<file path="config.mk">
export PLATFORM = sky130hd
export DESIGN_NAME = autoinc_prog_ctrl
export DESIGN_NICKNAME = d
export VERILOG_FILES = /design/src/rtl/autoinc_pkg.sv /design/src/rtl/autoinc_frame_rx.sv /design/src/rtl/autoinc_prog_timer.sv /design/src/rtl/autoinc_cmd_ctrl.sv /design/src/rtl/autoinc_so_mux.sv /design/src/rtl/autoinc_prog_ctrl.sv
export SDC_FILE = /design/constraint.sdc
export NUM_CORES = 1
export LEC_CHECK = 0
export ABC_AREA = 1
export BUFFER_PORTS_ARGS = -buffer_cell sky130_fd_sc_hd__buf_2
export CAP_MARGIN = 10
export CORE_ASPECT_RATIO = 0.8
export CORE_MARGIN = 2
export CORE_UTILIZATION = 55
export CTS_BUF_LIST = sky130_fd_sc_hd__clkbuf_4
export CTS_CLUSTER_SIZE = 20
export DETAILED_ROUTE_END_ITERATION = 12
export GPL_ROUTABILITY_DRIVEN = 0
export HOLD_SLACK_MARGIN = 0.03
export MAX_ROUTING_LAYER = met4
export PLACE_DENSITY = 0.78
export SLEW_MARGIN = 30
export SYNTH_ARGS = -nofsm -noshare
export SYNTH_HDL_FRONTEND = slang
export SYNTH_SLANG_ARGS = --single-unit
</file>
<file path="constraint.sdc">
create_clock -name clk -period 1.9 [get_ports clk]
set_input_delay 0.095 -clock clk [delete_from_list [all_inputs] [get_ports clk]]
set_output_delay 0.095 -clock clk [all_outputs]
set_load 0.01 [all_outputs]
</file>
<file path="src/rtl/autoinc_pkg.sv">
package autoinc_pkg;
   localparam logic [7:0] OP_WR_EN     = 8'h06;
   localparam logic [7:0] OP_WR_DIS    = 8'h04;
   localparam logic [7:0] OP_AUTO_WORD = 8'hAD;
   localparam logic [7:0] OP_RPT_ON    = 8'h70;
   localparam logic [7:0] OP_RPT_OFF   = 8'h80;
   localparam int         DATA_BYTES   = 2;
endpackage

</file>
<file path="src/rtl/autoinc_frame_rx.sv">
module autoinc_frame_rx #(
   parameter int MAX_BYTES = 6,
   parameter int CNT_W     = 3
) (
   input  logic                      clk,
   input  logic                      rst_n,
   input  logic                      cs_n,
   input  logic                      byte_valid,
   input  logic [7:0]                byte_data,
   output logic                      frame_end,
   output logic [CNT_W-1:0]          byte_cnt,
   output logic [MAX_BYTES-1:0][7:0] frame_buf
);
   localparam logic [CNT_W-1:0] CNT_SAT = CNT_W'(MAX_BYTES + 1);

   logic cs_q;

   always_ff @(posedge clk or negedge rst_n) begin
      if (!rst_n) begin
         cs_q     <= 1'b1;
         byte_cnt <= '0;
      end else begin
         cs_q <= cs_n;
         if (cs_n)
            byte_cnt <= '0;
         else if (byte_valid && byte_cnt != CNT_SAT)
            byte_cnt <= byte_cnt + CNT_W'(1);
      end
   end

   assign frame_end = cs_n & ~cs_q;

   for (genvar gi = 0; gi < MAX_BYTES; gi++) begin : g_slot
      logic [7:0] slot_q;
      always_ff @(posedge clk or negedge rst_n) begin
         if (!rst_n)
            slot_q <= '0;
         else if (!cs_n && byte_valid && byte_cnt == CNT_W'(gi))
            slot_q <= byte_data;
      end
      assign frame_buf[gi] = slot_q;
   end
endmodule

</file>
<file path="src/rtl/autoinc_prog_timer.sv">
module autoinc_prog_timer #(
   parameter int PROG_CYCLES = 40
) (
   input  logic clk,
   input  logic rst_n,
   input  logic load,
   output logic busy
);
   localparam int TW = $clog2(PROG_CYCLES + 1);

   if (PROG_CYCLES == 1) begin : g_single
      logic busy_q;
      always_ff @(posedge clk or negedge rst_n) begin
         if (!rst_n) busy_q <= 1'b0;
         else        busy_q <= load;
      end
      assign busy = busy_q;
   end else begin : g_count
      logic [TW-1:0] left_q;
      always_ff @(posedge clk or negedge rst_n) begin
         if (!rst_n)
            left_q <= '0;
         else if (load)
            left_q <= TW'(PROG_CYCLES);
         else if (left_q != '0)
            left_q <= left_q - TW'(1);
      end
      assign busy = (left_q != '0);
   end
endmodule

</file>
<file path="src/rtl/autoinc_cmd_ctrl.sv">
module autoinc_cmd_ctrl
   import autoinc_pkg::*;
#(
   parameter int ADDR_BYTES = 3,
   parameter int ADDR_W     = 24,
   parameter int MAX_BYTES  = 6,
   parameter int CNT_W      = 3
) (
   input  logic                      clk,
   input  logic                      rst_n,
   input  logic                      frame_end,
   input  logic [CNT_W-1:0]          byte_cnt,
   input  logic [MAX_BYTES-1:0][7:0] frame_buf,
   input  logic                      prog_busy,
   output logic                      wr_latch,
   output logic                      auto_mode,
   output logic                      rdy_report_en,
   output logic                      word_go,
   output logic                      prog_start,
   output logic [ADDR_W-1:0]         prog_addr,
   output logic [8*DATA_BYTES-1:0]   prog_data
);
   localparam int FIRST_LEN = 1 + ADDR_BYTES + DATA_BYTES;
   localparam int NEXT_LEN  = 1 + DATA_BYTES;

   logic [7:0]              op;
   logic [ADDR_W-1:0]       raw_addr;
   logic [ADDR_W-1:0]       next_addr;
   logic [ADDR_W-1:0]       word_addr;
   logic [8*DATA_BYTES-1:0] word_data;
   logic                    locked;
   logic                    len_ok;
   logic                    single;

   assign op = frame_buf[0];

   for (genvar gk = 0; gk < ADDR_BYTES; gk++) begin : g_addr
      assign raw_addr[8*(ADDR_BYTES-1-gk) +: 8] = frame_buf[1+gk];
   end

   assign locked  = auto_mode & rdy_report_en;
   assign len_ok  = auto_mode ? (byte_cnt == CNT_W'(NEXT_LEN))
                              : (byte_cnt == CNT_W'(FIRST_LEN));
   assign word_go = frame_end && (op == OP_AUTO_WORD) && wr_latch
                    && !prog_busy && len_ok;
   assign single  = frame_end && (byte_cnt == CNT_W'(1));

   assign word_addr = auto_mode ? next_addr : (raw_addr & ~ADDR_W'(1));
   assign word_data = auto_mode ? {frame_buf[2], frame_buf[1]}
                                : {frame_buf[FIRST_LEN-1], frame_buf[FIRST_LEN-2]};

   always_ff @(posedge clk or negedge rst_n) begin
      if (!rst_n) begin
         wr_latch      <= 1'b0;
         auto_mode     <= 1'b0;
         rdy_report_en <= 1'b0;
         next_addr     <= '0;
      end else if (word_go) begin
         auto_mode <= 1'b1;
         next_addr <= word_addr + ADDR_W'(2);
      end else if (single) begin
         unique case (op)
            OP_WR_DIS: begin
               wr_latch  <= 1'b0;
               auto_mode <= 1'b0;
            end
            OP_WR_EN:   if (!locked) wr_latch      <= 1'b1;
            OP_RPT_ON:  if (!locked) rdy_report_en <= 1'b1;
            OP_RPT_OFF: if (!locked) rdy_report_en <= 1'b0;
            default: ;
         endcase
      end
   end

   always_ff @(posedge clk or negedge rst_n) begin
      if (!rst_n) begin
         prog_start <= 1'b0;
         prog_addr  <= '0;
         prog_data  <= '0;
      end else begin
         prog_start <= word_go;
         if (word_go) begin
            prog_addr <= word_addr;
            prog_data <= word_data;
         end
      end
   end
endmodule

</file>
<file path="src/rtl/autoinc_so_mux.sv">
module autoinc_so_mux (
   input  logic cs_n,
   input  logic auto_mode,
   input  logic rdy_report_en,
   input  logic prog_busy,
   output logic so_oe,
   output logic so_val
);
   assign so_oe  = ~cs_n & auto_mode & rdy_report_en;
   assign so_val = so_oe & ~prog_busy;
endmodule

</file>
<file path="src/rtl/autoinc_prog_ctrl.sv">
module autoinc_prog_ctrl #(
   parameter int ADDR_BYTES  = 3,
   parameter int PROG_CYCLES = 40
) (
   input  logic                    clk,
   input  logic                    rst_n,
   input  logic                    cs_n,
   input  logic                    byte_valid,
   input  logic [7:0]              byte_data,
   output logic                    so_oe,
   output logic                    so_val,
   output logic                    wr_latch,
   output logic                    auto_mode,
   output logic                    rdy_report_en,
   output logic                    prog_busy,
   output logic                    prog_start,
   output logic [8*ADDR_BYTES-1:0] prog_addr,
   output logic [15:0]             prog_data
);
   localparam int ADDR_W    = 8 * ADDR_BYTES;
   localparam int MAX_BYTES = 1 + ADDR_BYTES + autoinc_pkg::DATA_BYTES;
   localparam int CNT_W     = $clog2(MAX_BYTES + 2);

   if (ADDR_BYTES < 1 || ADDR_BYTES > 4) begin : g_bad_addr
      $error("ADDR_BYTES must lie in 1..4");
   end
   if (PROG_CYCLES < 1) begin : g_bad_time
      $error("PROG_CYCLES must be at least 1");
   end

   logic                      frame_end;
   logic [CNT_W-1:0]          byte_cnt;
   logic [MAX_BYTES-1:0][7:0] frame_buf;
   logic                      word_go;

   autoinc_frame_rx #(.MAX_BYTES(MAX_BYTES), .CNT_W(CNT_W)) u_rx (
      .clk(clk), .rst_n(rst_n), .cs_n(cs_n),
      .byte_valid(byte_valid), .byte_data(byte_data),
      .frame_end(frame_end), .byte_cnt(byte_cnt), .frame_buf(frame_buf)
   );

   autoinc_cmd_ctrl #(
      .ADDR_BYTES(ADDR_BYTES), .ADDR_W(ADDR_W),
      .MAX_BYTES(MAX_BYTES), .CNT_W(CNT_W)
   ) u_ctrl (
      .clk(clk), .rst_n(rst_n), .frame_end(frame_end),
      .byte_cnt(byte_cnt), .frame_buf(frame_buf), .prog_busy(prog_busy),
      .wr_latch(wr_latch), .auto_mode(auto_mode),
      .rdy_report_en(rdy_report_en), .word_go(word_go),
      .prog_start(prog_start), .prog_addr(prog_addr), .prog_data(prog_data)
   );

   autoinc_prog_timer #(.PROG_CYCLES(PROG_CYCLES)) u_timer (
      .clk(clk), .rst_n(rst_n), .load(word_go), .busy(prog_busy)
   );

   autoinc_so_mux u_so (
      .cs_n(cs_n), .auto_mode(auto_mode), .rdy_report_en(rdy_report_en),
      .prog_busy(prog_busy), .so_oe(so_oe), .so_val(so_val)
   );
endmodule

</file>
==> results of run 1 <==
what timing repair did:
action                                  CTS  global route
setup buffers                             6            11
resized for setup                        12            57
pin swaps                                 3            18
endpoints found under the setup margin   11            33
gates cloned                              0             3
hold buffers                             13             0
hold endpoints to repair                173             0
placed cells by master (no fill, tap or decap), drive strengths merged, types with 6 or more instances in the layout:
cell / count
o21ai: 102
a31oi: 9
inv: 86
nand4: 7
nand2: 212
buf: 108
dfrtp: 122
a21oi: 6
clkinv: 6
nor2: 82
ha: 9
dlygate4sd3: 13
clkbuf: 23
nand3: 48
per-layer routing:
metal / wire [um] / global-route usage / share of wire / up-vias
li1: - / - / - / 2605
met1: 6790 / 0.375 / 0.43 / 2584
met2: 7460 / 0.408 / 0.47 / 276
met3: 1240 / 0.0669 / 0.079 / 32
met4: 294 / 0.0581 / 0.019 / 0
met5: 0 / - / 0 / -
area by class of cell:
class,count,area (um2)
Clock inverter,12,196
Sequential cell,123,3080
Tap cell,144,180
Clock buffer,20,150
Fill cell,806,3190
Timing Repair Buffer,124,996
Inverter,87,342
Multi-Input combinational cell,503,2620
registers in the layout (all words and copies together), names as in the netlist:
register / cells
u_ctrl.auto_mode: 1
u_ctrl.next_addr: 23
u_ctrl.prog_addr: 23
u_ctrl.prog_data: 16
u_ctrl.prog_start: 1
u_ctrl.rdy_report_en: 1
u_ctrl.wr_latch: 1
u_rx.byte_cnt: 3
u_rx.cs_q: 1
u_rx.g_slot.slot_q: 47
u_timer.g_count.left_q: 6
power groups by stage:
| stage | clock [mW] | combinational [mW] | sequential, mW |
|---|---|---|---|
| floorplan | 0 | 0.597 | 2.99 |
| global placement | 0 | 0.890 | 3.04 |
| detailed placement | 0 | 0.930 | 3.05 |
| CTS | 2.23 | 0.961 | 3.00 |
| global route | 2.35 | 1.19 | 3.04 |
| finish | 2.21 | 1.07 | 3.02 |
cells by family after synthesis:
| group | synth area share |
|---|---|
| other | 0.000622 |
| adders and majority gates | 0.0187 |
| AOI/OAI and AO/OA | 0.115 |
| buffers and inverters | 0.0856 |
| DFF | 0.510 |
| and+or+nand+nor | 0.265 |
| xor gates and xnor gates | 0.00436 |
worst max path at each step:
stage                                       from  cells past startpoint  slack, ns                                to
CTS                 u_ctrl.auto_mode$_DFFE_PN0P_                     11       0.02  u_ctrl.next_addr[21]$_DFFE_PN0P_
detailed placement  u_ctrl.auto_mode$_DFFE_PN0P_                     11      -0.04  u_ctrl.next_addr[22]$_DFFE_PN0P_
global placement    u_ctrl.auto_mode$_DFFE_PN0P_                     12      -0.04  u_ctrl.next_addr[21]$_DFFE_PN0P_
finish              u_ctrl.auto_mode$_DFFE_PN0P_                     14       0.02  u_ctrl.next_addr[17]$_DFFE_PN0P_
global route        u_ctrl.auto_mode$_DFFE_PN0P_                     14      -0.08  u_ctrl.next_addr[17]$_DFFE_PN0P_
floorplan           u_ctrl.auto_mode$_DFFE_PN0P_                     14       0.03  u_ctrl.next_addr[21]$_DFFE_PN0P_
stage by stage:
| stage | setup slack [ns] | utilization | std cells | TNS, ns | hold WS [ns] |
|---|---|---|---|---|---|
| 2_1_floorplan | 0.0264 | - | 743 | 0 | -0.201 |
| 3_3_place_gp | -0.0406 | 0.617 | 948 | -0.105 | 0.0542 |
| 3_5_place_dp | -0.0446 | 0.617 | 948 | -0.0584 | 0.0618 |
| 4_1_cts | 0.0152 | 0.669 | 999 | 0 | 0.243 |
| 5_1_grt | -0.0792 | 0.703 | 1013 | -0.352 | 0.260 |
| 6_report | 0.0227 | 0.703 | 1013 | 0 | 0.264 |
==> flow_summary.yaml, run 1 <==
synth:
  synth-seq-cells: 123
  yosysSeqAreaShare: 0.510
  synth_cells: 743
  ys.warnings.count: 0
  yosysMostFrequentCell: "nand2_1"
  synth_top_area_share: 0.506
  synth.area.top_cells: "dfrtp_1 (51%), nand2_1 (12%), o21ai_0 (7.5%)"
  synth_edf_count: 0
  synth_common_cells: "nand2_1 (198), dfrtp_1 (122), o21ai_0 (91), inv_1 (79), nor2_1 (69)"
  synth_nets: 764
  ys.flop_type: "dfrtp_1"
  synth_cell_types: 41
  synth_top_area_cell: "dfrtp_1"
  postSynth.asyncResetShare: 1.00
  synth.avg_cell_area_um2: 8.12
  synth_area_mm2: 0.00603
setup_path:
  max_stage_delay_ns: 0.44
  crit_chain: "buf_8 -> nand2_2 -> o21ai_2 -> inv_2 -> ha_4 -> inv_2 -> nor2_4 -> nand3_4 -> nor2_4 -> buf_6 -> nand3_2 -> nand2_1 -> nand3_2 -> nand2_1"
  crit_family: "simple AND/OR/NAND/NOR gates"
  worstSetupPathType: "register to register"
  crit_slowest_cell: "dfrtp_2"
  crit_buf_inv: 4
  critPathArrivalTime_ns: 2.36
  regToRegSetupSlack_ns: 0.02
  reg2reg_to: "u_ctrl.next_addr[17]$_DFFE_PN0P_"
  rr_worst_depth: 14
  r2r_start: "u_ctrl.auto_mode$_DFFE_PN0P_"
  worstSetupStartpointType: "register"
  worstPathRequired_ns: 2.38
  cp_max_fo: 5
  crit_path_end_kind: "register"
placed_design:
  io_buffers: 57
  dp_hpwl_um: 10200
  dpl_cell_area_mm2: 0.00664
clock_tree:
  htreeDepth: 4
  cts_buffer_depth: 2
  root_buffer: "clkbuf_4"
  path_clk_slew_ns: 0.11
  clock_latency_ns: 0.54
  cts_tree: "yes"
  cts_sinks: 123
  cts_buffers: 17
die:
  die_y_um: 97.7
  start_util: 0.561
  row_count: 34
  dieArea_mm2: 0.0118
  core-area_mm2: 0.0108
  pin_count: 59
  die_w_um: 121
timing:
  period_minus_slack_ns: 1.88
  max_freq_ghz: 0.533
  worstMarginPinSlew_ns: 0.545
  finalMaxSlewViolations: 0
  rsz0062_at_grt: "yes"
  timing.final.hold_violations: 0
  setup_viol: 0
  post-route-period-util: 0.988
  maxSlewHeadroom: 0.636
  fin_skew_ns: 0.0206
power_and_ir_drop:
  p_leak_nw: 3.81
  power.total_mw: 6.30
  p_int_mw: 4.42
  ir_drop_mv: 0.797
  power_density_mw_per_mm2: 832
  p_seq_frac: 0.479
  sw_frac_of_total: 0.298
  p_comb_frac: 0.170
  p_sw_mw: 1.88
  clock_power_share: 0.351
route:
  first_pass_iters: 5
  routed_wirelength_um: 15800
  viasPerCell: 5.43
  wire_per_inst_um: 15.6
  ant_nets: 0
  vias: 5497
  drt_iter0_markers: 517
  route.detailed.drc: 0
worst_hold_path:
  holdPathStages: 2
  min_to: "u_rx.cs_q$_DFF_PN1_"
  min_from: "cs_n"
  hold_path.class: "primary input to register"
global_route:
  grt_usage: 0.271
  grt-ovfl-total: 0
  grt_pass1_wl_um: 24400
  grt_max_degree: 68
  antenna_found_initial: 0
  grt_pass1_vias: 4992
cells_and_area:
  final_area_mm2: 0.00757
  antenna-diode-count: 0
  nets: 877
  layout-drive-gt1-share: 0.261
  area_delta_synth_final_pct: 25.4
run_status:
  outcome: "finished clean"
flow_run:
  maxCapViolations: 0
Power figures use the tool's default switching activity.
==> run 2: changes to the inputs <==
- CELL_PAD_IN_SITES_DETAIL_PLACEMENT: unset -> 0
- CELL_PAD_IN_SITES_GLOBAL_PLACEMENT: unset -> 1
- CORE_UTILIZATION: 55 -> 41
- PLACE_DENSITY: 0.78 -> unset
- PLACE_DENSITY_LB_ADDON: unset -> 0.1
==> flow_summary.yaml, run 2 (synthesis gave the netlist of run 1 again) <==
run_status:
  outcome: "finished clean"
timing:
  max_freq_ghz: 0.527
  post-route-period-util: 0.999
  setup_viol: 0
  period_minus_slack_ns: 1.90
  maxSlewHeadroom: 0.637
  rsz0062_at_grt: "yes"
  timing.final.hold_violations: 0
  fin_skew_ns: 0.0180
  finalMaxSlewViolations: 0
  worstMarginPinSlew_ns: 0.545
cells_and_area:
  final_common_cell: "nand2_1"
  largest_register: "u_rx.g_slot.slot_q"
  postLayoutCoreUtil: 0.549
  fill_cells: 1402
  nets: 896
  largest_reg_flops: 47
  layout-drive-gt1-share: 0.277
  antenna-diode-count: 0
  area_delta_synth_final_pct: 30.6
  top_regs: "u_rx.g_slot.slot_q: 47 flops, u_ctrl.next_addr: 23 flops, u_ctrl.prog_addr: 23 flops"
  mostFrequentLayoutCells: "nand2_1 (186), dfrtp_1 (121), o21ai_0 (76)"
global_route:
  antenna_found_initial: 0
  grt_max_degree: 49
  grt_pass1_wl_um: 26600
  grt-ovfl-total: 0
  grt_pass1_vias: 5070
  grt_usage: 0.224
setup_path:
  rr_worst_depth: 12
  crit_path_end_kind: "register"
  cp_max_fo: 6
  regToRegSetupSlack_ns: 0.003
  critPathArrivalTime_ns: 2.33
  worstSetupStartpointType: "register"
  worstPathRequired_ns: 2.33
  reg2reg_to: "u_ctrl.next_addr[17]$_DFFE_PN0P_"
  r2r_start: "u_rx.byte_cnt[0]$_DFFE_PN0P_"
  worstSetupPathType: "register to register"
die:
  dieArea_mm2: 0.0157
  die_y_um: 113
  core-area_mm2: 0.0143
  start_util: 0.421
  die_w_um: 140
  pin_count: 59
  row_count: 39
power_and_ir_drop:
  sw_frac_of_total: 0.294
  p_int_mw: 4.40
  power_density_mw_per_mm2: 792
  clock_power_share: 0.342
  p_comb_frac: 0.174
  p_leak_nw: 3.94
  p_sw_mw: 1.83
  ir_drop_mv: 0.480
  power.total_mw: 6.24
  p_seq_frac: 0.484
placed_design:
  dp_hpwl_um: 11400
  io_buffers: 57
clock_tree:
  htreeDepth: 4
  cts_tree: "yes"
  root_buffer: "clkbuf_4"
  cts_buffer_depth: 2
  path_clk_slew_ns: 0.10
  clock_latency_ns: 0.54
  cts_sinks: 123
  cts_buffers: 17
route:
  vias: 5355
  first_pass_iters: 5
  wire_per_inst_um: 16.4
  route.detailed.drc: 0
  ant_nets: 0
  routed_wirelength_um: 17500
  drt_iter0_markers: 401
  viasPerCell: 5.00
worst_hold_path:
  hold_path.class: "primary input to asynchronous set/reset pin"
flow_run:
  maxCapViolations: 0
[run 2: cell types whose count changed in the layout (fill, tap and decap cells not counted), moves of 2 or more]
cell,before,now
buf_4,38,50
buf_6,4,7
buf_8,1,4
clkinv_1,1,3
clkinv_2,2,4
clkinvlp_4,2,0
dlygate4sd3_1,13,11
ha_4,2,4
nand2_1,184,186
nand2_4,6,2
nor2_2,11,7
nor2_4,10,14
o21ai_0,91,76
o21ai_1,8,22
[run 2: worst max path at each step]
stage                                 startpoint                                to  slack [ns]
floorplan           u_ctrl.auto_mode$_DFFE_PN0P_  u_ctrl.next_addr[21]$_DFFE_PN0P_        0.03
global placement    u_ctrl.auto_mode$_DFFE_PN0P_  u_ctrl.next_addr[20]$_DFFE_PN0P_       -0.04
detailed placement  u_ctrl.auto_mode$_DFFE_PN0P_  u_ctrl.next_addr[20]$_DFFE_PN0P_       -0.09
CTS                 u_ctrl.auto_mode$_DFFE_PN0P_  u_ctrl.next_addr[21]$_DFFE_PN0P_       0.007
global route        u_rx.byte_cnt[0]$_DFFE_PN0P_  u_ctrl.next_addr[17]$_DFFE_PN0P_        -0.1
finish              u_rx.byte_cnt[0]$_DFFE_PN0P_  u_ctrl.next_addr[17]$_DFFE_PN0P_       0.003
[run 2: critical path: stages (launching register included)]
cell and delay (ns):
dfrtp_1 0.40, ha_2 0.23, ha_4 0.13, inv_1 0.03
nand2_1 0.07, nand3_2 0.11, nor2_4 0.18, nand2_8 0.11
buf_4 0.17, clkinv_2 0.13, nand2_1 0.09, nand3_1 0.08
nand2_1 0.05
[run 2: area by class of cell]
class / instances / area (um2) / share of cell area
Clock buffer: 19 / 143 / 0.0181
Clock inverter: 11 / 176 / 0.0224
Inverter: 87 / 365 / 0.0464
Multi-Input combinational cell: 503 / 2670 / 0.339
Sequential cell: 123 / 3080 / 0.391
Tap cell: 184 / 230 / 0.0292
Timing Repair Buffer: 141 / 1200 / 0.152
Timing Repair inverter: 2 / 13.8 / 0.00175
[run 2: per-layer routing]
metal / track usage / part of all wire / vias to the layer above
met4: 0.0487 / 0.0071 / 0
met5: - / 0 / -
met1: 0.323 / 0.51 / 2567
met2: 0.321 / 0.44 / 135
met3: 0.0576 / 0.047 / 8
li1: - / - / 2645
[run 2: timing repair]
item	4_1_cts	5_1_grt
setup endpoints to repair	29	72
buffers inserted	3	20
hold buffers	11	0
hold endpoints to repair	174	0
cloned	1	7
gates resized for setup	30	70
pin swaps	5	16
[run 2: power groups by stage]
stage               Sequential [mW]  Clock [mW]  Combinational, mW
detailed placement             3.06           0              0.943
global route                   3.05        2.33               1.23
global placement               3.05           0              0.927
floorplan                      2.99           0              0.597
CTS                            3.01        2.19              0.976
finish                         3.02        2.13               1.09
[run 2: through the flow]
stage | std cells | setup TNS, ns | instance area (um2) | setup WS [ns] | hold WS, ns
2_1_floorplan | 743 | 0 | 6040 | 0.0264 | -0.201
3_3_place_gp | 998 | -0.100 | 6770 | -0.0435 | 0.114
3_5_place_dp | 998 | -0.788 | 6770 | -0.0940 | 0.107
4_1_cts | 1043 | 0 | 7360 | 0.00704 | 0.0667
5_1_grt | 1070 | -1.45 | 7880 | -0.0997 | 0.0716
6_report | 1070 | 0 | 7880 | 0.00282 | 0.0837
==> run 3: changes to the inputs <==
- CORE_UTILIZATION: 41 -> 30
==> flow_summary.yaml, run 3 (synthesis gave the netlist of run 1 again) <==
run_status:
  outcome: "finished with violations"
  violations: "setup timing"
die:
  pin_count: 59
  die_w_um: 163
  die_y_um: 131
  core-area_mm2: 0.0198
  row_count: 46
  dieArea_mm2: 0.0213
  start_util: 0.305
timing:
  finalMaxSlewViolations: 0
  post-route-period-util: 1.01
  max_freq_ghz: 0.523
  worstMarginPinSlew_ns: 0.671
  timing.final.hold_violations: 0
  tns_ns: -0.0114
  rsz0062_at_grt: "yes"
  setup_ws_ns: -0.0114
  period_minus_slack_ns: 1.91
  fin_skew_ns: 0.0201
  maxSlewHeadroom: 0.548
  setup_viol: 1
cells_and_area:
  largest_register: "u_rx.g_slot.slot_q"
  mostFrequentLayoutCells: "nand2_1 (184), dfrtp_1 (121), o21ai_0 (85)"
  largest_reg_flops: 47
  final_common_cell: "nand2_1"
  layout-drive-gt1-share: 0.287
  final_area_mm2: 0.00782
  nets: 904
  top_regs: "u_rx.g_slot.slot_q: 47 flops, u_ctrl.next_addr: 23 flops, u_ctrl.prog_addr: 23 flops"
  area_delta_synth_final_pct: 29.5
setup_path:
  worstPathRequired_ns: 2.37
  worstSetupStartpointType: "register"
  cp-endpoint: "u_ctrl.next_addr[14]$_DFFE_PN0P_"
  startpoint: "u_rx.byte_cnt[0]$_DFFE_PN0P_"
  crit_path_end_kind: "register"
  r2r_start: "u_rx.byte_cnt[0]$_DFFE_PN0P_"
  worstSetupPathType: "register to register"
  cp_max_fo: 8
  regToRegSetupSlack_ns: -0.01
  critPathArrivalTime_ns: 2.38
  rr_worst_depth: 12
  reg2reg_to: "u_ctrl.next_addr[14]$_DFFE_PN0P_"
power_and_ir_drop:
  p_comb_frac: 0.186
  power_density_mw_per_mm2: 731
  clock_power_share: 0.289
  ir_drop_mv: 0.357
  p_int_mw: 3.85
  p_leak_nw: 3.89
  p_seq_frac: 0.526
  sw_frac_of_total: 0.326
  power.total_mw: 5.71
  p_sw_mw: 1.86
route:
  routed_wirelength_um: 17800
  ant_nets: 0
  route.detailed.drc: 0
  viasPerCell: 4.57
  drt_iter0_markers: 392
  first_pass_iters: 5
  vias: 5308
  wire_per_inst_um: 15.3
placed_design:
  dpl_cell_area_mm2: 0.00700
  dp_hpwl_um: 12500
  io_buffers: 57
clock_tree:
  cts_tree: "yes"
  cts_buffers: 17
  root_buffer: "clkbuf_4"
  cts_sinks: 123
  htreeDepth: 4
  cts_buffer_depth: 2
  path_clk_slew_ns: 0.12
  clock_latency_ns: 0.55
global_route:
  antenna_found_initial: 1
  grt_pass1_wl_um: 27600
  grt_usage: 0.178
  grt-ovfl-total: 0
  grt_pass1_vias: 4987
  grt_max_degree: 44
worst_hold_path:
  hold_path.class: "primary input to asynchronous set/reset pin"
flow_run:
  maxCapViolations: 0
-- run 3: cell count changes in the layout (fill, tap and decap cells not counted), moves of 4 or more --
cell / previous run / this run
o21ai_0: 76 / 85
nor2_2: 7 / 16
buf_6: 7 / 13
clkbuf_16: 4 / 0
bufinv_16: 6 / 1
o21ai_1: 22 / 13
buf_4: 50 / 61
nand3_2: 6 / 2
nor2_1: 61 / 55
clkinv_1: 3 / 7
-- run 3: per-stage QoR --
step | cells | worst slack [ns] | utilization | hold WS [ns]
final | 1161 | -0.0114 | 0.395 | 0.108
after global routing | 1161 | -0.137 | 0.395 | 0.0944
after CTS | 1142 | -0.00353 | 0.375 | 0.107
after detailed placement | 1096 | -0.0720 | 0.354 | -0.0235
after global placement | 1096 | -0.0276 | 0.354 | -0.0213
after floorplan | 743 | 0.0264 | - | -0.201
-- run 3: worst min-delay path by stage --
| stage | from | end | slack (ns) | depth (start not counted) |
|---|---|---|---|---|
| final | rst_n | u_ctrl.prog_data[9]$_DFFE_PN0P_ | 0.11 | 3 |
| after floorplan | rst_n | u_ctrl.auto_mode$_DFFE_PN0P_ | -0.20 | 0 |
| after detailed placement | rst_n | u_ctrl.prog_addr[1]$_DFFE_PN0P_ | -0.02 | 1 |
| after global placement | rst_n | u_ctrl.prog_addr[1]$_DFFE_PN0P_ | -0.02 | 1 |
| after global routing | rst_n | u_ctrl.prog_data[9]$_DFFE_PN0P_ | 0.09 | 3 |
| after CTS | rst_n | u_ctrl.next_addr[3]$_DFFE_PN0P_ | 0.11 | 3 |
-- run 3: repair_timing --
action / in CTS / in global routing
pin swaps: 2 / 21
buffers inserted: 2 / 18
gates resized for setup: 20 / 71
hold buffers: 12 / 0
setup endpoints to repair: 43 / 61
endpoints found under the hold margin: 173 / 0
-- run 3: metal layers --
layer | GRT usage | vias to the layer above | wire [um]
li1 | - | 2660 | -
met1 | 0.252 | 2537 | 9300
met2 | 0.262 | 97 | 7750
met3 | 0.0344 | 14 | 607
met4 | 0.0432 | 0 | 144
met5 | - | - | 0
-- run 3: final cells by class --
cell class	instances	area, um2
fill	2077	12000
inverter	87	337
sequential	123	3080
clock buffer	19	143
antenna	1	2.50
tap	264	330
multi-input combinational	503	2670
clock inverter	13	83.8
timing repair buffer	151	1170
-- run 3: power groups by stage --
stage,logic [mW],clock network (mW),registers (mW)
floorplan,0.597,0,2.99
global placement,0.958,0,3.05
detailed placement,0.966,0,3.05
CTS,0.997,1.70,3.00
global route,1.22,1.82,3.03
finish,1.06,1.65,3.01
-- run 3: critical path, stage by stage, from the launching register on --
cell      delay (ns)
dfrtp_1         0.42
ha_2            0.23
ha_4            0.14
inv_2           0.03
nand2_2         0.06
nand3_4         0.09
nor2_4          0.15
nand2_4         0.10
buf_12          0.17
buf_4           0.14
nor2_1          0.13
o21ai_2         0.08
o211ai_1        0.08
